`src/rtl/cfg_ldr_pkg.sv`:
```
package cfg_ldr_pkg;

  typedef enum logic [2:0] {
    S_HOLD,
    S_WSTAT,
    S_STREAM,
    S_WDONE,
    S_USER,
    S_FATAL
  } seq_st_e;

  typedef enum logic [1:0] {
    P_IDLE,
    P_ADDR,
    P_SETUP,
    P_HIGH
  } byte_ph_e;

endpackage

```
`src/rtl/cfg_byte_engine.sv`:
```
module cfg_byte_engine
  import cfg_ldr_pkg::*;
#(
  parameter int ADDR_W  = 16,
  parameter int IMG_LEN = 16,
  parameter int FL_LAT  = 3
) (
  input  logic              clk,
  input  logic              rst,
  input  logic              start,
  input  logic              abort,
  input  logic [ADDR_W-1:0] base,
  output logic [ADDR_W-1:0] fl_addr,
  output logic              fl_oe,
  input  logic [7:0]        fl_data,
  output logic [7:0]        cfg_data,
  output logic              cfg_clk,
  output logic              last
);

  localparam int OFS_W = $clog2(IMG_LEN + 1);
  localparam int LAT_W = $clog2(FL_LAT + 1);

  byte_ph_e         ph;
  logic [OFS_W-1:0] ofs;
  logic [LAT_W-1:0] wcnt;

  always_ff @(posedge clk) begin
    if (rst || abort) begin
      ph       <= P_IDLE;
      ofs      <= '0;
      wcnt     <= '0;
      fl_oe    <= 1'b0;
      fl_addr  <= '0;
      cfg_data <= '0;
      cfg_clk  <= 1'b0;
      last     <= 1'b0;
    end else begin
      last <= 1'b0;
      case (ph)
        P_IDLE: begin
          if (start) begin
            ph      <= P_ADDR;
            ofs     <= '0;
            wcnt    <= '0;
            fl_oe   <= 1'b1;
            fl_addr <= base;
          end
        end
        P_ADDR: begin
          // wait out the flash access time, then latch the byte
          if (wcnt == LAT_W'(FL_LAT - 1)) begin
            cfg_data <= fl_data;
            wcnt     <= '0;
            ph       <= P_SETUP;
          end else begin
            wcnt <= wcnt + 1'b1;
          end
        end
        P_SETUP: begin
          cfg_clk <= 1'b1;
          ph      <= P_HIGH;
        end
        P_HIGH: begin
          cfg_clk <= 1'b0;
          if (ofs == OFS_W'(IMG_LEN - 1)) begin
            ph    <= P_IDLE;
            fl_oe <= 1'b0;
            last  <= 1'b1;
          end else begin
            ofs     <= ofs + 1'b1;
            fl_addr <= base + ADDR_W'(ofs) + ADDR_W'(1);
            ph      <= P_ADDR;
          end
        end
        default: ph <= P_IDLE;
      endcase
    end
  end

  // one configuration clock cycle per byte
  assert_clk_pulse_R3 : assert property (@(posedge clk) disable iff (rst)
    cfg_clk |=> !cfg_clk);

  // data already settled when the clock rises
  assert_data_setup_R3 : assert property (@(posedge clk) disable iff (rst)
    $rose(cfg_clk) |-> $stable(cfg_data));

  // address held while the byte is taken
  assert_addr_hold_R4 : assert property (@(posedge clk) disable iff (rst)
    (ph == P_SETUP) |-> ($stable(fl_addr) && fl_oe));

  // byte offset never leaves the image
  assert_ofs_range_R3 : assert property (@(posedge clk) disable iff (rst)
    ofs < OFS_W'(IMG_LEN));

endmodule

```
`src/rtl/cfg_seq_ctrl.sv`:
```
module cfg_seq_ctrl
  import cfg_ldr_pkg::*;
#(
  parameter int IDX_W    = 2,
  parameter int RST_CYC  = 4,
  parameter int DONE_WIN = 8
) (
  input  logic             clk,
  input  logic             rst,
  input  logic             req,
  input  logic [IDX_W-1:0] req_img,
  input  logic             cfg_status,
  input  logic             cfg_done,
  input  logic             eng_last,
  output logic [IDX_W-1:0] slot,
  output logic             eng_start,
  output logic             eng_abort,
  output logic             cfg_nrst,
  output logic             busy,
  output logic [IDX_W-1:0] cur_img,
  output logic             fell_back,
  output logic             fatal
);

  localparam int CNT_MAX = (RST_CYC > DONE_WIN) ? RST_CYC : DONE_WIN;
  localparam int CNT_W   = $clog2(CNT_MAX + 1);

  seq_st_e          st;
  logic [CNT_W-1:0] cnt;
  logic             att_fail;
  logic             att_ok;

  always_comb begin
    att_fail = 1'b0;
    att_ok   = 1'b0;
    case (st)
      S_STREAM: att_fail = !cfg_status;
      S_WDONE: begin
        if (!cfg_status)                          att_fail = 1'b1;
        else if (cfg_done)                        att_ok   = 1'b1;
        else if (cnt == CNT_W'(DONE_WIN - 1))     att_fail = 1'b1;
      end
      default: ;
    endcase
  end

  assign eng_abort = att_fail;

  always_ff @(posedge clk) begin
    if (rst) begin
      st        <= S_HOLD;
      cnt       <= '0;
      slot      <= '0;
      cfg_nrst  <= 1'b0;
      busy      <= 1'b1;
      cur_img   <= '0;
      fell_back <= 1'b0;
      fatal     <= 1'b0;
      eng_start <= 1'b0;
    end else begin
      eng_start <= 1'b0;
      if (att_fail) begin
        if (slot == '0) begin
          st    <= S_FATAL;
          fatal <= 1'b1;
          busy  <= 1'b0;
        end else begin
          slot      <= '0;
          fell_back <= 1'b1;
          st        <= S_HOLD;
          cnt       <= '0;
          cfg_nrst  <= 1'b0;
        end
      end else if (att_ok) begin
        st      <= S_USER;
        busy    <= 1'b0;
        cur_img <= slot;
      end else begin
        case (st)
          S_HOLD: begin
            if (cnt == CNT_W'(RST_CYC - 1)) begin
              cnt      <= '0;
              cfg_nrst <= 1'b1;
              st       <= S_WSTAT;
            end else begin
              cnt <= cnt + 1'b1;
            end
          end
          S_WSTAT: begin
            if (cfg_status) begin
              st        <= S_STREAM;
              eng_start <= 1'b1;
            end
          end
          S_STREAM: begin
            if (eng_last) begin
              st  <= S_WDONE;
              cnt <= '0;
            end
          end
          S_WDONE: cnt <= cnt + 1'b1;
          S_USER: begin
            if (req) begin
              slot      <= req_img;
              fell_back <= 1'b0;
              busy      <= 1'b1;
              cnt       <= '0;
              cfg_nrst  <= 1'b0;
              st        <= S_HOLD;
            end
          end
          default: ;
        endcase
      end
    end
  end

  // fatal is sticky until reset
  assert_fatal_sticky_R10 : assert property (@(posedge clk) disable iff (rst)
    fatal |=> fatal);

  // a fatal controller starts nothing
  assert_fatal_quiet_R10 : assert property (@(posedge clk) disable iff (rst)
    fatal |-> (!busy && cfg_nrst));

  // after fallback the running image is the safe one
  assert_fallback_safe_R9 : assert property (@(posedge clk) disable iff (rst)
    (fell_back && !busy) |-> (cur_img == '0));

  // a request during a load leaves the target slot alone
  assert_req_ignored_R6 : assert property (@(posedge clk) disable iff (rst)
    (busy && req && !att_fail) |=> $stable(slot));

  // configuration reset only asserted as part of a load
  assert_nrst_busy_R2 : assert property (@(posedge clk) disable iff (rst)
    !cfg_nrst |-> busy);

endmodule

```
`src/rtl/cfg_loader.sv`:
```
module cfg_loader #(
  parameter int              IDX_W    = 2,
  parameter int              ADDR_W   = 16,
  parameter int              IMG_LEN  = 16,
  parameter logic [ADDR_W-1:0] BASE0  = 16'h0100,
  parameter logic [ADDR_W-1:0] STRIDE = 16'h0400,
  parameter int              RST_CYC  = 4,
  parameter int              FL_LAT   = 3,
  parameter int              DONE_WIN = 8
) (
  input  logic              clk,
  input  logic              rst,
  input  logic              req,
  input  logic [IDX_W-1:0]  req_img,
  output logic [ADDR_W-1:0] fl_addr,
  output logic              fl_oe,
  input  logic [7:0]        fl_data,
  output logic              cfg_nrst,
  input  logic              cfg_status,
  input  logic              cfg_done,
  output logic              cfg_clk,
  output logic [7:0]        cfg_data,
  output logic              busy,
  output logic [IDX_W-1:0]  cur_img,
  output logic              fell_back,
  output logic              fatal
);

  logic [IDX_W-1:0]  slot;
  logic              eng_start;
  logic              eng_abort;
  logic              eng_last;
  logic [ADDR_W-1:0] img_base;

  // slot base computed, no stored table
  assign img_base = BASE0 + ADDR_W'(slot) * STRIDE;

  cfg_seq_ctrl #(
    .IDX_W    (IDX_W),
    .RST_CYC  (RST_CYC),
    .DONE_WIN (DONE_WIN)
  ) u_seq (
    .clk        (clk),
    .rst        (rst),
    .req        (req),
    .req_img    (req_img),
    .cfg_status (cfg_status),
    .cfg_done   (cfg_done),
    .eng_last   (eng_last),
    .slot       (slot),
    .eng_start  (eng_start),
    .eng_abort  (eng_abort),
    .cfg_nrst   (cfg_nrst),
    .busy       (busy),
    .cur_img    (cur_img),
    .fell_back  (fell_back),
    .fatal      (fatal)
  );

  cfg_byte_engine #(
    .ADDR_W  (ADDR_W),
    .IMG_LEN (IMG_LEN),
    .FL_LAT  (FL_LAT)
  ) u_eng (
    .clk      (clk),
    .rst      (rst),
    .start    (eng_start),
    .abort    (eng_abort),
    .base     (img_base),
    .fl_addr  (fl_addr),
    .fl_oe    (fl_oe),
    .fl_data  (fl_data),
    .cfg_data (cfg_data),
    .cfg_clk  (cfg_clk),
    .last     (eng_last)
  );

  // no byte clock while the target is held in configuration reset
  assert_clk_after_release_R2 : assert property (@(posedge clk) disable iff (rst)
    cfg_clk |-> cfg_nrst);

  // a dropped status never sees another byte clock
  assert_no_clk_on_error_R7 : assert property (@(posedge clk) disable iff (rst)
    (busy && cfg_nrst && !cfg_status && !cfg_clk) |=> !cfg_clk);

endmodule

```
`config.mk`:
```
export PLATFORM = sky130hd
export DESIGN_NAME = cfg_loader
export DESIGN_NICKNAME = d
export VERILOG_FILES = /design/src/rtl/cfg_ldr_pkg.sv /design/src/rtl/cfg_byte_engine.sv /design/src/rtl/cfg_seq_ctrl.sv /design/src/rtl/cfg_loader.sv
export SDC_FILE = /design/constraint.sdc
export NUM_CORES = 1
export LEC_CHECK = 0
export BUFFER_PORTS_ARGS = -buffer_cell sky130_fd_sc_hd__buf_2
export CAP_MARGIN = 20
export CELL_PAD_IN_SITES_DETAIL_PLACEMENT = 2
export CELL_PAD_IN_SITES_GLOBAL_PLACEMENT = 2
export CORE_UTILIZATION = 31
export DETAILED_ROUTE_END_ITERATION = 8
export PLACE_DENSITY = 0.84
export SETUP_SLACK_MARGIN = 0.15
export SLEW_MARGIN = 20
export SYNTH_ARGS = -nofsm -noshare
export SYNTH_HDL_FRONTEND = slang
export SYNTH_HIERARCHICAL = 1
export SYNTH_SLANG_ARGS = --single-unit
```
`constraint.sdc`:
```
create_clock -name clk -period 1.8 [get_ports clk]
set_clock_uncertainty 0.2 [all_clocks]
set_input_delay 0.18 -clock clk [delete_from_list [all_inputs] [get_ports clk]]
set_output_delay 0.18 -clock clk [all_outputs]
set_load 0.05 [all_outputs]
```
==> impl_metrics.csv <==
group,metric,value,unit
sta,rsz0062_at_grt,"true",
logic_synthesis,ys_top_cells_by_count,"dfxtp_1, a21oi_1, nor2_1",
power_and_ir_drop,swShare,0.4509,
placement,hpwlAfterDp,6612,um
floorplanning,die_height,96.79,um
status,violations,"setup timing",
detailed_routing,vias_per_cell,5.483,
detailed_routing,drt-total-wl,14990,um
detailed_routing,vias,3169,
logic_synthesis,ys_seq_area_frac,0.3738,
critical_path,worst_setup_path_start_kind,"register",
clocking,clk_path_buf_depth,2,
clocking,insertion_delay,0.33,ns
logic_synthesis,synth.largest_area_cell,"dfxtp_1",
critical_path,crit_required,1.80,ns
power_and_ir_drop,p_per_area,1220,nW/um^2
floorplanning,die_w,96.79,um
logic_synthesis,synth_area,2785,um^2
critical_path,cp_max_fo,7,
finish,nets,497,
power_and_ir_drop,intPower,3065,uW
clocking,h-tree-depth,2,
detailed_routing,drtIter0Drc,108,
clocking,cts_tree,"built",
floorplanning,rows,34,
sta,holdWs,0.09070,ns
logic_synthesis,synth_edf_count,0,
placement,place_congestion,0.9233,
power_and_ir_drop,p_clk_frac,0.156,
floorplanning,pin_count,47,
logic_synthesis,synth_warnings,6,
detailed_routing,wl_per_cell,25.93,um
global_routing,antenna_found_initial,0,
critical_path,end_kind,"register",
finish,drive_above_1_share,0.4766,
detailed_routing,final_antenna_net_count,0,
logic_synthesis,synthTopCellsByArea,"dfxtp_1, a21oi_1, ha_1",
sta,hold_violations,0,
sta,drv_slew,0,
logic_synthesis,synth.most_common_cell,"dfxtp_1",
logic_synthesis,synth.top_cell.area_share,0.3738,
power_and_ir_drop,p_comb_frac,0.559,
detailed_routing,drc,0,
global_routing,grt_pass1_vias,3348,
clocking,cts_sinks,52,
sta,max_freq,0.4762,GHz
sta,worstMarginPinSlew,0.6190,ns
power_and_ir_drop,seq_power_share,0.285,
critical_path,worstSetupPathType,"register to register",
flow_run,cap_violations,0,
finish,post-route-util,0.5247,
global_routing,grt_max_degree,17,
global_routing,grt_pass1_wl,18560,um
power_and_ir_drop,p_sw,2517,uW
sta,finalWorstSetupSlack,-0.3000,ns
logic_synthesis,synth-seq-cells,52,
finish,area_delta_synth_final,64.29,%
clocking,clock-root-buffer,"clkbuf_8",
status,status,"finished, violations left",
logic_synthesis,synth_cell_types,57,
finish,diodes,0,
worst_hold_path,hp-class,"input pin to register",
logic_synthesis,synthCells,322,
global_routing,overflow,0,
placement,port_buffers,46,
floorplanning,initial_utilization,0.3194,
sta,fin_crit_sh,1.167,
sta,finalSetupViolations,50,
clocking,numCtsBuffers,5,
critical_path,critPathArrivalTime,2.10,ns
floorplanning,core,8721,um^2
finish,nFillCells,917,
logic_synthesis,synth_flop_cell,"dfxtp_1",
logic_synthesis,syn_area_per_cell,8.650,um^2
power_and_ir_drop,irDropWorstVdd,483.6,uV
detailed_routing,drt_pre_antenna_iters,4,
sta,period_needed,2.100,ns
global_routing,grt_usage,0.2545,
floorplanning,die-area,9367,um^2
logic_synthesis,async_flop_share,0,
sta,max_slew_margin,0.5865,
power_and_ir_drop,p_leak,0.001945,uW
clocking,clkTransAtPathRegs,0.11,ns
-- cells by family after synthesis --
kind of cell             share of synthesized area
XOR/XNOR                                   0.05032
buffers and inverters                      0.04582
AO/OA/AOI/OAI                               0.2138
flip-flops                                  0.3738
adder cells (fa/ha/maj)                    0.06109
AND/OR/NAND/NOR                             0.1986
other                                     0.002696
multiplexers                               0.05391
-- layout make-up --
class	count	area, um^2	share of cell area
inverter	10	37.54	0.008203
clock buffer	5	68.82	0.01504
tap	108	135.1	0.02953
multi-input combinational	281	2285	0.4993
sequential	52	1061	0.2319
clock inverter	3	41.29	0.009024
timing repair buffer	119	947.2	0.2070
-- per-layer routing --
| metal | routed length [um] | GRT usage |
|---|---|---|
| met1 | 6099 | 0.2838 |
| met2 | 7687 | 0.4800 |
| met3 | 473 | 0.03902 |
| met4 | 724 | 0.09759 |
| met5 | 0 | 0 |
-- layout by cell type, fill, tap and decap left out, types with 8 or more instances in the layout --
cell type      synthesis  final
dlygate4sd3_1          0     10
buf_6                  3     11
buf_4                  1     44
nor2_1                30     17
conb_1                 2     35
mux2i_1               15     13
xor2_1                 8      8
a21oi_2                0     13
nor2_2                 0      8
nand2_1               29     24
o21ai_2                0      9
buf_2                  3     46
o21ai_0               24      8
a21oi_1               32     19
dfxtp_1               52     42
-- power groups by stage --
stage / clock network (uW) / logic (uW) / registers, uW
2_1_floorplan: 0 / 912 / 2030
3_3_place_gp: 0 / 1920 / 1520
3_5_place_dp: 0 / 2010 / 1540
4_1_cts: 881 / 2510 / 1520
5_1_grt: 925 / 3240 / 1610
6_report: 869 / 3120 / 1590
-- repair_timing --
| item | 4_1_cts | 5_1_grt |
|---|---|---|
| resized for setup | 43 | 73 |
| hold endpoints to repair | 9 | 1 |
| hold buffers | 9 | 1 |
| setup buffers | 13 | 14 |
| pin swaps | 30 | 35 |
| endpoints found under the setup margin | 48 | 50 |
| gates cloned | 4 | 2 |
-- per-stage QoR --
stage / setup WS [ns] / total power, uW / area [um^2] / std cells / setup TNS, ns
6_report: -0.3000 / 5582 / 4576 / 578 / -9.715
5_1_grt: -0.4152 / 5772 / 4576 / 578 / -11.94
4_1_cts: -0.2087 / 4913 / 4119 / 561 / -3.706
3_5_place_dp: -0.2773 / 3549 / 3602 / 527 / -5.081
3_3_place_gp: -0.1846 / 3446 / 3602 / 527 / -1.403
2_1_floorplan: 0.01931 / 2947 / 3113 / 355 / 0
-- sequential cells by signal (all words and copies together) (netlist names) --
| name | flops |
|---|---|
| u_eng/ofs | 5 |
| u_seq/fell_back | 1 |
| u_seq/busy | 1 |
| u_eng/cfg_data | 8 |
| u_seq/cur_img | 2 |
| u_eng/ph | 2 |
| u_seq/cfg_nrst | 1 |
| u_seq/slot | 2 |
| u_seq/cnt | 4 |
| u_eng/wcnt | 2 |
| u_seq/eng_start | 1 |
| u_eng/fl_addr | 16 |
| u_seq/st | 3 |
| u_eng/fl_oe | 1 |
| u_eng/last | 1 |
| u_eng/cfg_clk | 1 |
| u_seq/fatal | 1 |
-- worst max-delay path: stages (launching register included) --
cell and delay [ns]:
dfxtp_4 0.40, ha_4 0.16, nand4b_1 0.15, o21a_2 0.28, nor2b_4 0.24, buf_12 0.16
nor2_4 0.07, o21ai_1 0.20, nor2_1 0.11
-- final timing paths --
check | from | end | slack [ns] | cells after the start
min reg2reg | u_eng/fl_addr[0]$_SDFFE_PP0P_ | u_eng/fl_addr[0]$_SDFFE_PP0P_ | 0.29 | 2
max reg2reg | u_seq/cnt[1]$_SDFFE_PP0P_ | u_eng/ofs[3]$_SDFFE_PP0P_ | -0.30 | 8
max | u_seq/cnt[1]$_SDFFE_PP0P_ | u_eng/ofs[3]$_SDFFE_PP0P_ | -0.30 | 8
min | cfg_status | u_seq/eng_start$_SDFF_PP0_ | 0.09 | 4
Power figures use the tool's default switching activity.
